==> src/rtl/cmp_timer_pkg.sv <==
package cmp_timer_pkg;

   localparam int unsigned SRC_N   = 3;
   localparam int unsigned SRC_OVF = 0;
   localparam int unsigned SRC_A   = 1;
   localparam int unsigned SRC_B   = 2;

   typedef enum logic [2:0] {
      REG_CTRL = 3'd0,
      REG_CNT  = 3'd1,
      REG_CMPA = 3'd2,
      REG_CMPB = 3'd3,
      REG_IEN  = 3'd4,
      REG_FLAG = 3'd5
   } reg_addr_e;

   // log2 of the divide ratio for each select code
   function automatic int unsigned sel_shift(input logic [2:0] s);
      case (s)
         3'd2:    return 3;
         3'd3:    return 6;
         3'd4:    return 8;
         3'd5:    return 10;
         default: return 0;
      endcase
   endfunction

   function automatic logic sel_run(input logic [2:0] s);
      return (s != 3'd0) && (s <= 3'd5);
   endfunction

endpackage

==> src/rtl/cmp_timer_psc.sv <==
module cmp_timer_psc #(
   parameter int unsigned DIV_W = 10
) (
   input  logic       clk,
   input  logic       rst_n,
   input  logic [2:0] sel,
   output logic       tick
);
   import cmp_timer_pkg::*;

   if (DIV_W < 10) begin : g_bad_div
      $error("DIV_W must cover the largest divide ratio");
   end

   logic [DIV_W-1:0] psc;
   logic [DIV_W-1:0] mask;
   logic             run;

   always_comb begin
      run  = sel_run(sel);
      mask = (DIV_W'(1) << sel_shift(sel)) - DIV_W'(1);
      tick = run && ((psc & mask) == mask);
   end

   // phase restarts from zero whenever the timer is stopped
   always_ff @(posedge clk or negedge rst_n) begin
      if (!rst_n)   psc <= '0;
      else if (!run) psc <= '0;
      else          psc <= psc + DIV_W'(1);
   end

   a_r2_stopped_phase: assert property (@(posedge clk) disable iff (!rst_n)
      !run |=> (psc == '0));

endmodule

==> src/rtl/cmp_timer_flags.sv <==
module cmp_timer_flags #(
   parameter int unsigned N = 3
) (
   input  logic         clk,
   input  logic         rst_n,
   input  logic [N-1:0] hit,
   input  logic [N-1:0] ack,
   input  logic         clr_en,
   input  logic [N-1:0] clr_mask,
   input  logic [N-1:0] ien,
   output logic [N-1:0] flag,
   output logic [N-1:0] irq
);

   if (N < 1) begin : g_bad_n
      $error("N must be at least 1");
   end

   for (genvar i = 0; i < N; i++) begin : g_src
      logic flag_q;
      logic clr_i;

      assign clr_i = ack[i] | (clr_en & clr_mask[i]);

      // an event beats a clear so nothing is lost
      always_ff @(posedge clk or negedge rst_n) begin
         if (!rst_n)      flag_q <= 1'b0;
         else if (hit[i]) flag_q <= 1'b1;
         else if (clr_i)  flag_q <= 1'b0;
      end

      assign flag[i] = flag_q;
      assign irq[i]  = flag_q & ien[i];

      a_r9_set_wins: assert property (@(posedge clk) disable iff (!rst_n)
         hit[i] |=> flag[i]);
      a_r7_clear: assert property (@(posedge clk) disable iff (!rst_n)
         (clr_i && !hit[i]) |=> !flag[i]);
      a_r8_hold: assert property (@(posedge clk) disable iff (!rst_n)
         (!clr_i && !hit[i]) |=> $stable(flag[i]));
   end

endmodule

==> src/rtl/cmp_timer_core.sv <==
module cmp_timer_core #(
   parameter int unsigned CNT_W = 8
) (
   input  logic             clk,
   input  logic             rst_n,
   input  logic             tick,
   input  logic             cnt_we,
   input  logic [CNT_W-1:0] cnt_wdata,
   input  logic [CNT_W-1:0] cmpa_buf,
   input  logic [CNT_W-1:0] cmpb,
   output logic [CNT_W-1:0] cnt,
   output logic [CNT_W-1:0] cmpa_act,
   output logic             pwm,
   output logic             hit_ovf,
   output logic             hit_a,
   output logic             hit_b
);
   localparam logic [CNT_W-1:0] TOP = '1;
   localparam logic [CNT_W-1:0] ONE = CNT_W'(1);

   logic             adv;
   logic             at_top;
   logic [CNT_W-1:0] cnt_nx;
   logic [CNT_W-1:0] cmp_nx;

   always_comb begin
      adv     = tick && !cnt_we;
      at_top  = (cnt == TOP);
      cnt_nx  = cnt + ONE;
      cmp_nx  = at_top ? cmpa_buf : cmpa_act;
      hit_ovf = adv && at_top;
      hit_a   = adv && (cnt == cmpa_act);
      hit_b   = adv && (cnt == cmpb);
   end

   always_ff @(posedge clk or negedge rst_n) begin
      if (!rst_n) begin
         cnt      <= '0;
         cmpa_act <= '0;
         pwm      <= 1'b0;
      end else begin
         if (cnt_we)   cnt <= cnt_wdata;
         else if (adv) cnt <= cnt_nx;
         if (adv && at_top) cmpa_act <= cmpa_buf;
         if (adv) begin
            // reaching the compare value wins over the wrap rise
            if (cnt_nx == cmp_nx) pwm <= 1'b0;
            else if (at_top)      pwm <= 1'b1;
         end
      end
   end

   a_r5_wrap: assert property (@(posedge clk) disable iff (!rst_n)
      (adv && at_top) |=> (cnt == '0));
   a_r2_hold: assert property (@(posedge clk) disable iff (!rst_n)
      (!tick && !cnt_we) |=> $stable(cnt));
   a_r10_rise: assert property (@(posedge clk) disable iff (!rst_n)
      $rose(pwm) |-> (cnt == '0));
   a_r10_fall: assert property (@(posedge clk) disable iff (!rst_n)
      $fell(pwm) |-> (cnt == cmpa_act));
   a_r11_reload: assert property (@(posedge clk) disable iff (!rst_n)
      !(adv && at_top) |=> $stable(cmpa_act));
   a_r12_zero_low: assert property (@(posedge clk) disable iff (!rst_n)
      (cmpa_act == '0) |-> !pwm);

endmodule

==> src/rtl/cmp_timer.sv <==
module cmp_timer #(
   parameter int unsigned CNT_W = 8,
   parameter int unsigned DIV_W = 10
) (
   input  logic             clk,
   input  logic             rst_n,
   input  logic [2:0]       bus_addr,
   input  logic             bus_we,
   input  logic [CNT_W-1:0] bus_wdata,
   output logic [CNT_W-1:0] bus_rdata,
   input  logic [2:0]       irq_ack,
   output logic [2:0]       irq,
   output logic             pwm_out
);
   import cmp_timer_pkg::*;

   if (CNT_W < 4) begin : g_bad_w
      $error("CNT_W must hold the select and flag fields");
   end

   logic [2:0]       sel_q;
   logic [CNT_W-1:0] cmpa_buf;
   logic [CNT_W-1:0] cmpb;
   logic [SRC_N-1:0] ien;
   logic [SRC_N-1:0] flag;
   logic [SRC_N-1:0] hit;
   logic [CNT_W-1:0] cnt;
   logic [CNT_W-1:0] cmpa_act;
   logic             tick;
   logic             hit_ovf;
   logic             hit_a;
   logic             hit_b;
   logic             cnt_we;
   logic             flag_we;

   assign cnt_we  = bus_we && (bus_addr == REG_CNT);
   assign flag_we = bus_we && (bus_addr == REG_FLAG);

   always_ff @(posedge clk or negedge rst_n) begin
      if (!rst_n) begin
         sel_q    <= '0;
         cmpa_buf <= '0;
         cmpb     <= '0;
         ien      <= '0;
      end else if (bus_we) begin
         case (bus_addr)
            REG_CTRL: sel_q    <= bus_wdata[2:0];
            REG_CMPA: cmpa_buf <= bus_wdata;
            REG_CMPB: cmpb     <= bus_wdata;
            REG_IEN:  ien      <= bus_wdata[SRC_N-1:0];
            default:  ;
         endcase
      end
   end

   cmp_timer_psc #(.DIV_W(DIV_W)) u_psc (
      .clk  (clk),
      .rst_n(rst_n),
      .sel  (sel_q),
      .tick (tick)
   );

   cmp_timer_core #(.CNT_W(CNT_W)) u_core (
      .clk      (clk),
      .rst_n    (rst_n),
      .tick     (tick),
      .cnt_we   (cnt_we),
      .cnt_wdata(bus_wdata),
      .cmpa_buf (cmpa_buf),
      .cmpb     (cmpb),
      .cnt      (cnt),
      .cmpa_act (cmpa_act),
      .pwm      (pwm_out),
      .hit_ovf  (hit_ovf),
      .hit_a    (hit_a),
      .hit_b    (hit_b)
   );

   always_comb begin
      hit          = '0;
      hit[SRC_OVF] = hit_ovf;
      hit[SRC_A]   = hit_a;
      hit[SRC_B]   = hit_b;
   end

   cmp_timer_flags #(.N(SRC_N)) u_flags (
      .clk     (clk),
      .rst_n   (rst_n),
      .hit     (hit),
      .ack     (irq_ack),
      .clr_en  (flag_we),
      .clr_mask(bus_wdata[SRC_N-1:0]),
      .ien     (ien),
      .flag    (flag),
      .irq     (irq)
   );

   always_comb begin
      case (bus_addr)
         REG_CTRL: bus_rdata = CNT_W'(sel_q);
         REG_CNT:  bus_rdata = cnt;
         REG_CMPA: bus_rdata = cmpa_buf;
         REG_CMPB: bus_rdata = cmpb;
         REG_IEN:  bus_rdata = CNT_W'(ien);
         REG_FLAG: bus_rdata = CNT_W'(flag);
         default:  bus_rdata = '0;
      endcase
   end

   a_r3_cnt_write: assert property (@(posedge clk) disable iff (!rst_n)
      cnt_we |=> (cnt == $past(bus_wdata)));
   a_r6_irq_gate: assert property (@(posedge clk) disable iff (!rst_n)
      (ien == '0) |-> (irq == '0));

endmodule

==> config.mk <==
export PLATFORM = sky130hd
export DESIGN_NAME = cmp_timer
export DESIGN_NICKNAME = d
export VERILOG_FILES = /design/src/rtl/cmp_timer_pkg.sv /design/src/rtl/cmp_timer_psc.sv /design/src/rtl/cmp_timer_flags.sv /design/src/rtl/cmp_timer_core.sv /design/src/rtl/cmp_timer.sv
export SDC_FILE = /design/constraint.sdc
export NUM_CORES = 1
export LEC_CHECK = 0
export ABC_CLOCK_PERIOD_IN_PS = 3600
export BUFFER_PORTS_ARGS = -buffer_cell sky130_fd_sc_hd__buf_4
export CORE_MARGIN = 3
export CORE_UTILIZATION = 60
export DETAILED_ROUTE_END_ITERATION = 8
export PLACE_DENSITY = 0.85
export SETUP_SLACK_MARGIN = 0.05
export SYNTH_ARGS = -nofsm -noshare
export SYNTH_HDL_FRONTEND = slang
export SYNTH_HIERARCHICAL = 1
export SYNTH_SLANG_ARGS = --single-unit
==> constraint.sdc <==
create_clock -name clk -period 3.6 [get_ports clk]
set_input_delay 0.18 -clock clk [delete_from_list [all_inputs] [get_ports clk]]
set_output_delay 0.18 -clock clk [all_outputs]
set_load 0.01 [all_outputs]
==> results of run 1 <==
[worst max-delay path, delay by kind of cell, from the launching register on]
family          cells  cell delay, ns
compound gates      2            0.32
flops               1            0.44
mux                 1            0.40
simple gates        5            1.47
fa+ha+maj           1            0.23
buf+inv             1            0.06
[metal layers]
metal,vias to the layer above,global-route usage,share of wire,wire length [µm]
met5,-,0,0,0
met1,1185,0.3178,0.44,2990
met3,13,0.03175,0.044,301
met4,0,0.08591,0.016,113
met2,61,0.3981,0.50,3459
li1,1123,-,-,-
[synth_stat cells (2+ instances only)]
library cell and count:
o22ai_1 2, nand3_1 8, buf_6 2, nor2_1 27
a211oi_1 2, xnor2_1 30, a31o_1 3, nor4_1 3
clkbuf_1 4, mux2i_1 10, o21ai_0 16, nand3_2 2
and2_1 3, buf_4 5, buf_2 8, nand4_2 2
xor2_1 10, nand2b_1 5, ha_1 3, nor2b_1 5
a22oi_1 5, inv_1 11, mux2_2 35, dfrtp_1 52
a31oi_1 2, nand4_1 5, nand2_1 22, a21oi_1 6
mux2_1 2, nor3_1 4
[how the worst max path moves through the flow]
stage / end / slack (ns) / cells after the start
after CTS: u_core/cmpa_act[4]$_DFFE_PN0P_ / 0.52 / 10
final: u_core/cmpa_act[4]$_DFFE_PN0P_ / 0.54 / 10
after floorplan: u_core/cmpa_act[0]$_DFFE_PN0P_ / 0.93 / 10
after detailed placement: u_core/cmpa_act[4]$_DFFE_PN0P_ / 0.56 / 10
after global placement: u_core/cmpa_act[5]$_DFFE_PN0P_ / 0.78 / 9
after global routing: u_core/cmpa_act[6]$_DFFE_PN0P_ / 0.38 / 10
[power groups by stage]
stage,clock (mW),sequential [mW],combinational (mW)
3_3_place_gp,0,0.886,0.554
5_1_grt,0.362,0.910,0.645
4_1_cts,0.339,0.884,0.579
6_report,0.336,0.886,0.583
2_1_floorplan,0,0.784,0.532
3_5_place_dp,0,0.893,0.573
[per-stage QoR]
stage / cells / power [mW] / setup slack, ns / util
2_1_floorplan: 314 / 1.316 / 0.9273 / -
3_3_place_gp: 394 / 1.440 / 0.7829 / 0.6611
3_5_place_dp: 394 / 1.467 / 0.5637 / 0.6611
4_1_cts: 403 / 1.802 / 0.5224 / 0.6802
5_1_grt: 403 / 1.917 / 0.3759 / 0.6802
6_report: 403 / 1.804 / 0.5362 / 0.6802
[cells by family after synthesis]
logic type,count (synthesis),share of synthesized area
AOI/OAI and AO/OA,41,0.08291
xor gates and xnor gates,40,0.1085
adders and majority gates,3,0.01162
buffers and inverters,30,0.04843
DFF,52,0.4029
muxes,49,0.1751
other,1,0.001161
and+or+nand+nor,98,0.1693
[flip-flops by register name, indices dropped and copies added, names as in the netlist]
signal,cells
cmpa_buf,8
cmpb,8
ien,3
sel_q,3
u_core/cmpa_act,8
u_core/cnt,8
u_core/pwm,1
u_flags/g_src.flag_q,3
u_psc/psc,10
[area by class of cell]
class	count	area [µm²]
clock buffers	6	72.57
clock inverters	2	16.27
fillers	395	1654
inverters	11	41.29
multi-input cells	232	1772
flip-flops and latches	52	1301
well taps	70	87.58
repair buffers	30	227.7
==> out/qor.log, run 1 <==
[status] result of the run finished clean
[sta] worst hold slack after final layout 0.08797 ns
[synth] Post-Synthesis Mean Instance Area 10.28 µm²
[routing] number of nets with antenna violations after detailed routing 0
[placed_design] routability congestion estimate 0.8951
[sta] Final period util 0.8511
[power] design internal power 1.129 mW
[sta] slew at the pin with the worst max-slew slack 0.6569 ns
[synth] Post-synth ARST share 1.000
[global_routing] gr usage total 0.2384
[setup_path] RR Endpoint u_core/cmpa_act[4]$_DFFE_PN0P_
[layout] share of layout cells above drive strength 1 0.2613
[clocking] Setup Buffers After CTS 0
[layout] layout net count 352
[synth] net count after synthesis 334
[routing] wire length per cell after detailed routing 17.03 µm
[clocking] Clock Latency Late Sink 0.31 ns
[placed_design] number of port buffers 28
[clocking] number of H-tree levels 2
[sta] number of endpoints failing setup at the final stage 0
[power] clock share of power 0.186
[synth] number of enable-type register cells in the synthesized netlist 0
[clocking] clock root cell clkbuf_8
[sta] final hold violation count 0
[setup_path] depth of the worst register-to-register path 10
[setup_path] setup slack, reg-to-reg 0.54 ns
[placed_design] final HPWL from detailed placement 5.068 mm
[floorplanning] effective utilization at floorplan 0.6243
[clocking] Sinks on Clock Net 52
[setup_path] kind of critical path flip-flop to flip-flop
[synth] sequential fraction of the synthesis area 0.4029
[floorplanning] die outline width 79.37 µm
[routing] routed wire length 6.865 mm
[synth] number of standard cells after synthesis 314
[sta] relative max-transition margin 0.5621
[layout] most common library cell in the layout ignoring fill and taps dfrtp_1
[setup_path] worst-path cell chain nor2b_1 -> nand2b_1 -> ha_1 -> inv_1 -> o22ai_1 -> a211oi_1 -> and4_1 -> nand2b_1 -> nor3_4 -> mux2_2
[global_routing] vias in the first global route 2,407
[layout] area of all placed cells without fillers 0.003518 mm²
[synth] netlist area before placement 0.003229 mm²
[layout] most frequent cells in the layout 52 x dfrtp_1, 35 x mux2_2, 30 x xnor2_1, 29 x buf_4, 27 x nor2_1
[setup_path] critical path startpoint category flip-flop
[worst_hold_path] class of the tightest hold or removal check input port to flip-flop
[clocking] cts-stage hold buffer count 1
[floorplanning] Die ar. 0.006299 mm²
[power] Comb pwr share 0.323
[floorplanning] num ports 29
[setup_path] Critical path origin sel_q[1]$_DFFE_PN0P_
[sta] Final Max Slew Viols 0
[setup_path] Crit path largest cell delay 0.50 ns
[layout] ANT cells 0
[setup_path] critical-path cell with the highest stage delay nor3_4
[layout] Area growth syn-to-layout 8.950%
[job] number of maximum-capacitance constraint violations 0
[global_routing] largest net degree at the start of global routing 53
[global_routing] first-pass GRT wire length 11.62 mm
[global_routing] antenna violations before repair 0
[synth] number of synthesized register bits 52
[synth] number of unique standard cell types used by synthesis 50
[routing] number of vias per cell 5.911
[setup_path] type of destination of the critical path flip-flop
[synth] warning count from the yosys run 6
[setup_path] worst flop-to-flop path startpoint sel_q[1]$_DFFE_PN0P_
[worst_hold_path] Hold Path Cell Cnt 3
[power] leakage power figure 1.460 nW
[synth] most area-consuming cells after synthesis dfrtp_1 40%, mux2_2 12%, xnor2_1 8.1%
[clocking] TritonCTS clock tree built
[setup_path] cell type with the highest occurrence count on the critical path nand2b_1
[floorplanning] vertical die dimension 79.37 µm
[sta] minimum clock period after layout 3.064 ns
[placed_design] Post-DP Area 0.003420 mm²
[floorplanning] Site Rows 26
[synth] post-synth top area cell dfrtp_1
[sta] setup repair after global routing missed its margin no
[routing] first-pass iteration count of the detailed router 4
[sta] setup total negative slack 0 ns
[power] IR drop worst, VDD 390.8 µV
[global_routing] total overflow reported by the global router 0
[clocking] clock buffer count from CTS 5
[synth] Primary FF master, synth dfrtp_1
[routing] drt first-iter violations 163
[floorplanning] Floorplan Core Area 0.005172 mm²
[clocking] Max Buffers Root-to-Sink 2
[setup_path] required time of the worst setup path 3.80 ns
[synth] Yosys top cell area share 0.4029
[power] power density normalized to cell area 512.8 mW/mm²
[sta] f_max 326.4 MHz
[power] Net Sw Frac 0.3743
[clocking] clock-pin slew reported for the worst setup and hold paths after clock tree synthesis 0.10 ns
[worst_hold_path] endpoint of the worst hold-timing path u_core/cnt[6]$_DFFE_PN0P_
[routing] # DRC 0
[routing] total number of vias 2,382
[power] sequential group share of total power 0.491
[clocking] number of gates resized after CTS 0
[power] net switching power 0.6753 mW
[setup_path] largest fanout of any net on the critical path 10
[worst_hold_path] hold path start bus_wdata[6]
[sta] Layout Skew 0.01157 ns
[setup_path] worst endpoint data arrival time 3.26 ns
Note: power is estimated with default switching activity, not from simulation.
==> inputs of run 2 (changes only) <==
--- a/config.mk
+++ b/config.mk
@@ -5,12 +5,12 @@
 export SDC_FILE = /design/constraint.sdc
 export NUM_CORES = 1
 export LEC_CHECK = 0
-export ABC_CLOCK_PERIOD_IN_PS = 3600
+export ABC_CLOCK_PERIOD_IN_PS = 3700
 export BUFFER_PORTS_ARGS = -buffer_cell sky130_fd_sc_hd__buf_4
 export CORE_MARGIN = 3
-export CORE_UTILIZATION = 60
+export CORE_UTILIZATION = 64
 export DETAILED_ROUTE_END_ITERATION = 8
-export PLACE_DENSITY = 0.85
+export PLACE_DENSITY_LB_ADDON = 0.3
 export SETUP_SLACK_MARGIN = 0.05
 export SYNTH_ARGS = -nofsm -noshare
 export SYNTH_HDL_FRONTEND = slang
==> constraint.sdc (replaced) <==
create_clock -name clk -period 3.7 [get_ports clk]
set_input_delay 0.185 -clock clk [delete_from_list [all_inputs] [get_ports clk]]
set_output_delay 0.185 -clock clk [all_outputs]
set_load 0.01 [all_outputs]
==> run 2 against run 1 <==
Compared with the run above:
- wire length is 0.26% higher
- sequential share of layout area decreased by 0.24 points
- flip-flop and latch count unchanged
- sequential power down 3.0%
- combinational power decreased by 3%
- die area fell by 5.8%
- cell count down 0.74%
- power is 0.91% higher
- critical endpoint is now u_core/cmpa_act[1]$_DFFE_PN0P_
- largest cell class unchanged
- highest routed layer unchanged
==> out/qor.log, run 2 (synthesis gave the netlist of run 1 again) <==
[job] number of maximum-capacitance constraint violations 0 [unchanged]
[floorplanning] Site Rows 25 [-3.8%]
[setup_path] worst endpoint data arrival time 3.27 ns [about the same]
[clocking] clock root cell clkbuf_8
[setup_path] setup slack, reg-to-reg 0.63 ns [+0.09 ns]
[sta] slew at the pin with the worst max-slew slack 0.6579 ns [+0.001007 ns]
[power] Design Power 1.821 mW [+0.91%]
[clocking] Max Buffers Root-to-Sink 2 [unchanged]
[sta] relative max-transition margin 0.5614 [-0.0006710]
[global_routing] antenna violations before repair 0 [unchanged]
[worst_hold_path] Hold Path Cell Cnt 3 [unchanged]
[clocking] TritonCTS clock tree built
[layout] share of layout cells above drive strength 1 0.2643 [+0.003003]
[routing] total number of vias 2,385 [+0.13%]
[sta] Layout Skew 0.008883 ns [-0.002691 ns]
[clocking] Clock Latency Late Sink 0.30 ns [about the same]
[setup_path] cell type with the highest occurrence count on the critical path nand2b_1
[routing] number of vias per cell 5.963 [+0.88%]
[setup_path] Crit path largest cell delay 0.55 ns [+0.05 ns]
[floorplanning] Floorplan Core Area 0.004786 mm² [-7.5%]
[global_routing] vias in the first global route 2,290 [-4.9%]
[worst_hold_path] class of the tightest hold or removal check input port to flip-flop
[sta] setup total negative slack 0 ns [unchanged]
[clocking] number of gates resized after CTS 0 [unchanged]
[setup_path] RR Endpoint u_core/cmpa_act[1]$_DFFE_PN0P_
[routing] # DRC 0 [unchanged]
[routing] max layer used met4
[setup_path] depth of the worst register-to-register path 9 [-1]
[layout] layout net count 352 [unchanged]
[power] leakage power figure 1.474 nW [+0.92%]
[sta] Final Max Slew Viols 0 [unchanged]
[clocking] Sinks on Clock Net 52 [unchanged]
[layout] most frequent cells in the layout 52 x dfrtp_1, 35 x mux2_2, 30 x xnor2_1, 29 x buf_4, 27 x nor2_1
[routing] wire length per cell after detailed routing 17.21 µm [+1.0%]
[sta] final hold violation count 0 [unchanged]
[setup_path] type of destination of the critical path flip-flop
[setup_path] critical-path cell with the highest stage delay nor3_4
[routing] routed wire length 6.883 mm [+0.26%]
[power] Comb pwr share 0.309 [-0.014]
[layout] Largest register FFs 10 [unchanged]
[power] power density normalized to cell area 514.2 mW/mm² [+0.27%]
[sta] number of endpoints failing setup at the final stage 0 [unchanged]
[setup_path] Buf+Inv Stages, Crit Path 0 [-1]
[setup_path] required time of the worst setup path 3.90 ns [+0.10 ns]
[setup_path] largest fanout of any net on the critical path 10 [unchanged]
[layout] most common library cell in the layout ignoring fill and taps dfrtp_1
[setup_path] kind of cell adding the most delay to the critical path simple AND/OR/NAND/NOR gates
[routing] length of routed wiring on met1 3.167 mm [+5.9%]
[routing] routed wl met2 3.204 mm [-7.4%]
[status] result of the run finished clean
[placed_design] routability congestion estimate 0.9194 [+2.7%]
[floorplanning] num ports 29 [unchanged]
[setup_path] worst flop-to-flop path startpoint sel_q[1]$_DFFE_PN0P_
[global_routing] gr usage total 0.2415 [+0.003096]
[power] clock share of power 0.219 [+0.033]
[power] sequential group share of total power 0.472 [-0.019]
[placed_design] final HPWL from detailed placement 4.976 mm [-1.8%]
[floorplanning] Die ar. 0.005934 mm² [-5.8%]
[layout] ANT cells 0 [unchanged]
[layout] Area growth syn-to-layout 9.648%
[power] net switching power 0.6542 mW [-3.1%]
[power] design internal power 1.167 mW [+3.3%]
[routing] met3 WL post-DR 426 µm [+42%]
[power] IR drop worst, VDD 353.9 µV [-9.4%]
[clocking] clock buffer count from CTS 5 [unchanged]
[sta] Final period util 0.8305 [-0.02058]
[clocking] number of H-tree levels 2 [unchanged]
[setup_path] kind of critical path flip-flop to flip-flop
[sta] minimum clock period after layout 3.073 ns [+0.008965 ns]
[global_routing] total overflow reported by the global router 0 [unchanged]
[routing] drt first-iter violations 155 [-4.9%]
[clocking] clock-pin slew reported for the worst setup and hold paths after clock tree synthesis 0.10 ns [about the same]
[setup_path] worst-path cell chain nor2b_1 -> nand2b_1 -> ha_1 -> o22ai_1 -> a211oi_1 -> and4_1 -> nand2b_1 -> nor3_4 -> mux2_2
[routing] number of nets with antenna violations after detailed routing 0 [unchanged]
[floorplanning] die outline width 77.04 µm [-2.9%]
[global_routing] largest net degree at the start of global routing 53 [unchanged]
[floorplanning] vertical die dimension 77.04 µm [-2.9%]
[worst_hold_path] endpoint of the worst hold-timing path u_core/cnt[3]$_DFFE_PN0P_
[sta] setup repair after global routing missed its margin no
[global_routing] first-pass GRT wire length 11.41 mm [-1.8%]
[worst_hold_path] hold path start bus_wdata[3]
[placed_design] number of port buffers 28 [unchanged]
[power] Net Sw Frac 0.3593 [-0.01500]
[routing] first-pass iteration count of the detailed router 5 [+1]
[sta] f_max 325.4 MHz [-0.29%]
[layout] largest reg by FF count u_psc/psc
[floorplanning] effective utilization at floorplan 0.6748 [+0.05044]
[setup_path] critical path startpoint category flip-flop
==> run 2: changes by cell type in the layout (fill, tap and decap cells not counted) <==
cell	previous run	this run
clkinv_4	1	0
clkbuf_1	1	0
inv_6	0	1
bufinv_16	0	1
==> run 2: per-layer routing <==
layer | vias up | global-route usage
met3 | 10 | 0.04460
met1 | 1166 | 0.3405
met4 | 0 | 0.05872
li1 | 1126 | -
met5 | - | 0
met2 | 83 | 0.3885
==> run 2: area by class of cell <==
cell class	count	area, µm²
clock buffers	5	68.82
clock inverters	3	46.29
fillers	367	1245
inverters	11	41.29
multi-input cells	232	1772
flip-flops and latches	52	1301
well taps	67	83.83
repair buffers	30	227.7
==> run 2: timing repair <==
item	CTS	global route
hold buffers	1	0
buffers inserted	0	0
endpoints found under the hold margin	52	0
==> run 2: tightest hold or removal path, delay by kind of cell <==
| family | cells | cell delay [ns] |
|---|---|---|
| buffers and inverters | 1 | 0.09 |
| AO/OA/AOI/OAI | 1 | 0.05 |
| AND/OR/NAND/NOR | 1 | 0.04 |
==> run 2: power by group through the flow <==
stage	Sequential [mW]	Combinational (mW)	Clock [mW]
3_3_place_gp	0.860	0.543	0
6_report	0.859	0.563	0.399
3_5_place_dp	0.865	0.555	0
2_1_floorplan	0.763	0.517	0
5_1_grt	0.875	0.623	0.433
4_1_cts	0.854	0.561	0.411
==> run 2: worst max-delay path by stage <==
stage,start,end,slack [ns],cells past startpoint
after floorplan,sel_q[1]$_DFFE_PN0P_,u_core/cmpa_act[0]$_DFFE_PN0P_,1.03,10
after global placement,sel_q[1]$_DFFE_PN0P_,u_core/cmpa_act[7]$_DFFE_PN0P_,0.85,10
after detailed placement,sel_q[1]$_DFFE_PN0P_,u_core/cmpa_act[1]$_DFFE_PN0P_,0.71,9
after CTS,sel_q[1]$_DFFE_PN0P_,u_core/cmpa_act[6]$_DFFE_PN0P_,0.65,10
after global routing,sel_q[1]$_DFFE_PN0P_,u_core/cmpa_act[4]$_DFFE_PN0P_,0.45,10
final,sel_q[1]$_DFFE_PN0P_,u_core/cmpa_act[1]$_DFFE_PN0P_,0.63,9
==> run 2: through the flow <==
step | instances | util | hold WS, ns | setup WS, ns | area, µm²
6_report | 400 | 0.7399 | 0.09803 | 0.6272 | 3541
5_1_grt | 400 | 0.7399 | 0.09196 | 0.4473 | 3541
4_1_cts | 400 | 0.7399 | 0.09432 | 0.6523 | 3541
3_5_place_dp | 391 | 0.7137 | 0.2614 | 0.7096 | 3416
3_3_place_gp | 391 | 0.7137 | 0.2636 | 0.8517 | 3416
2_1_floorplan | 314 | - | -0.1106 | 1.027 | 3229
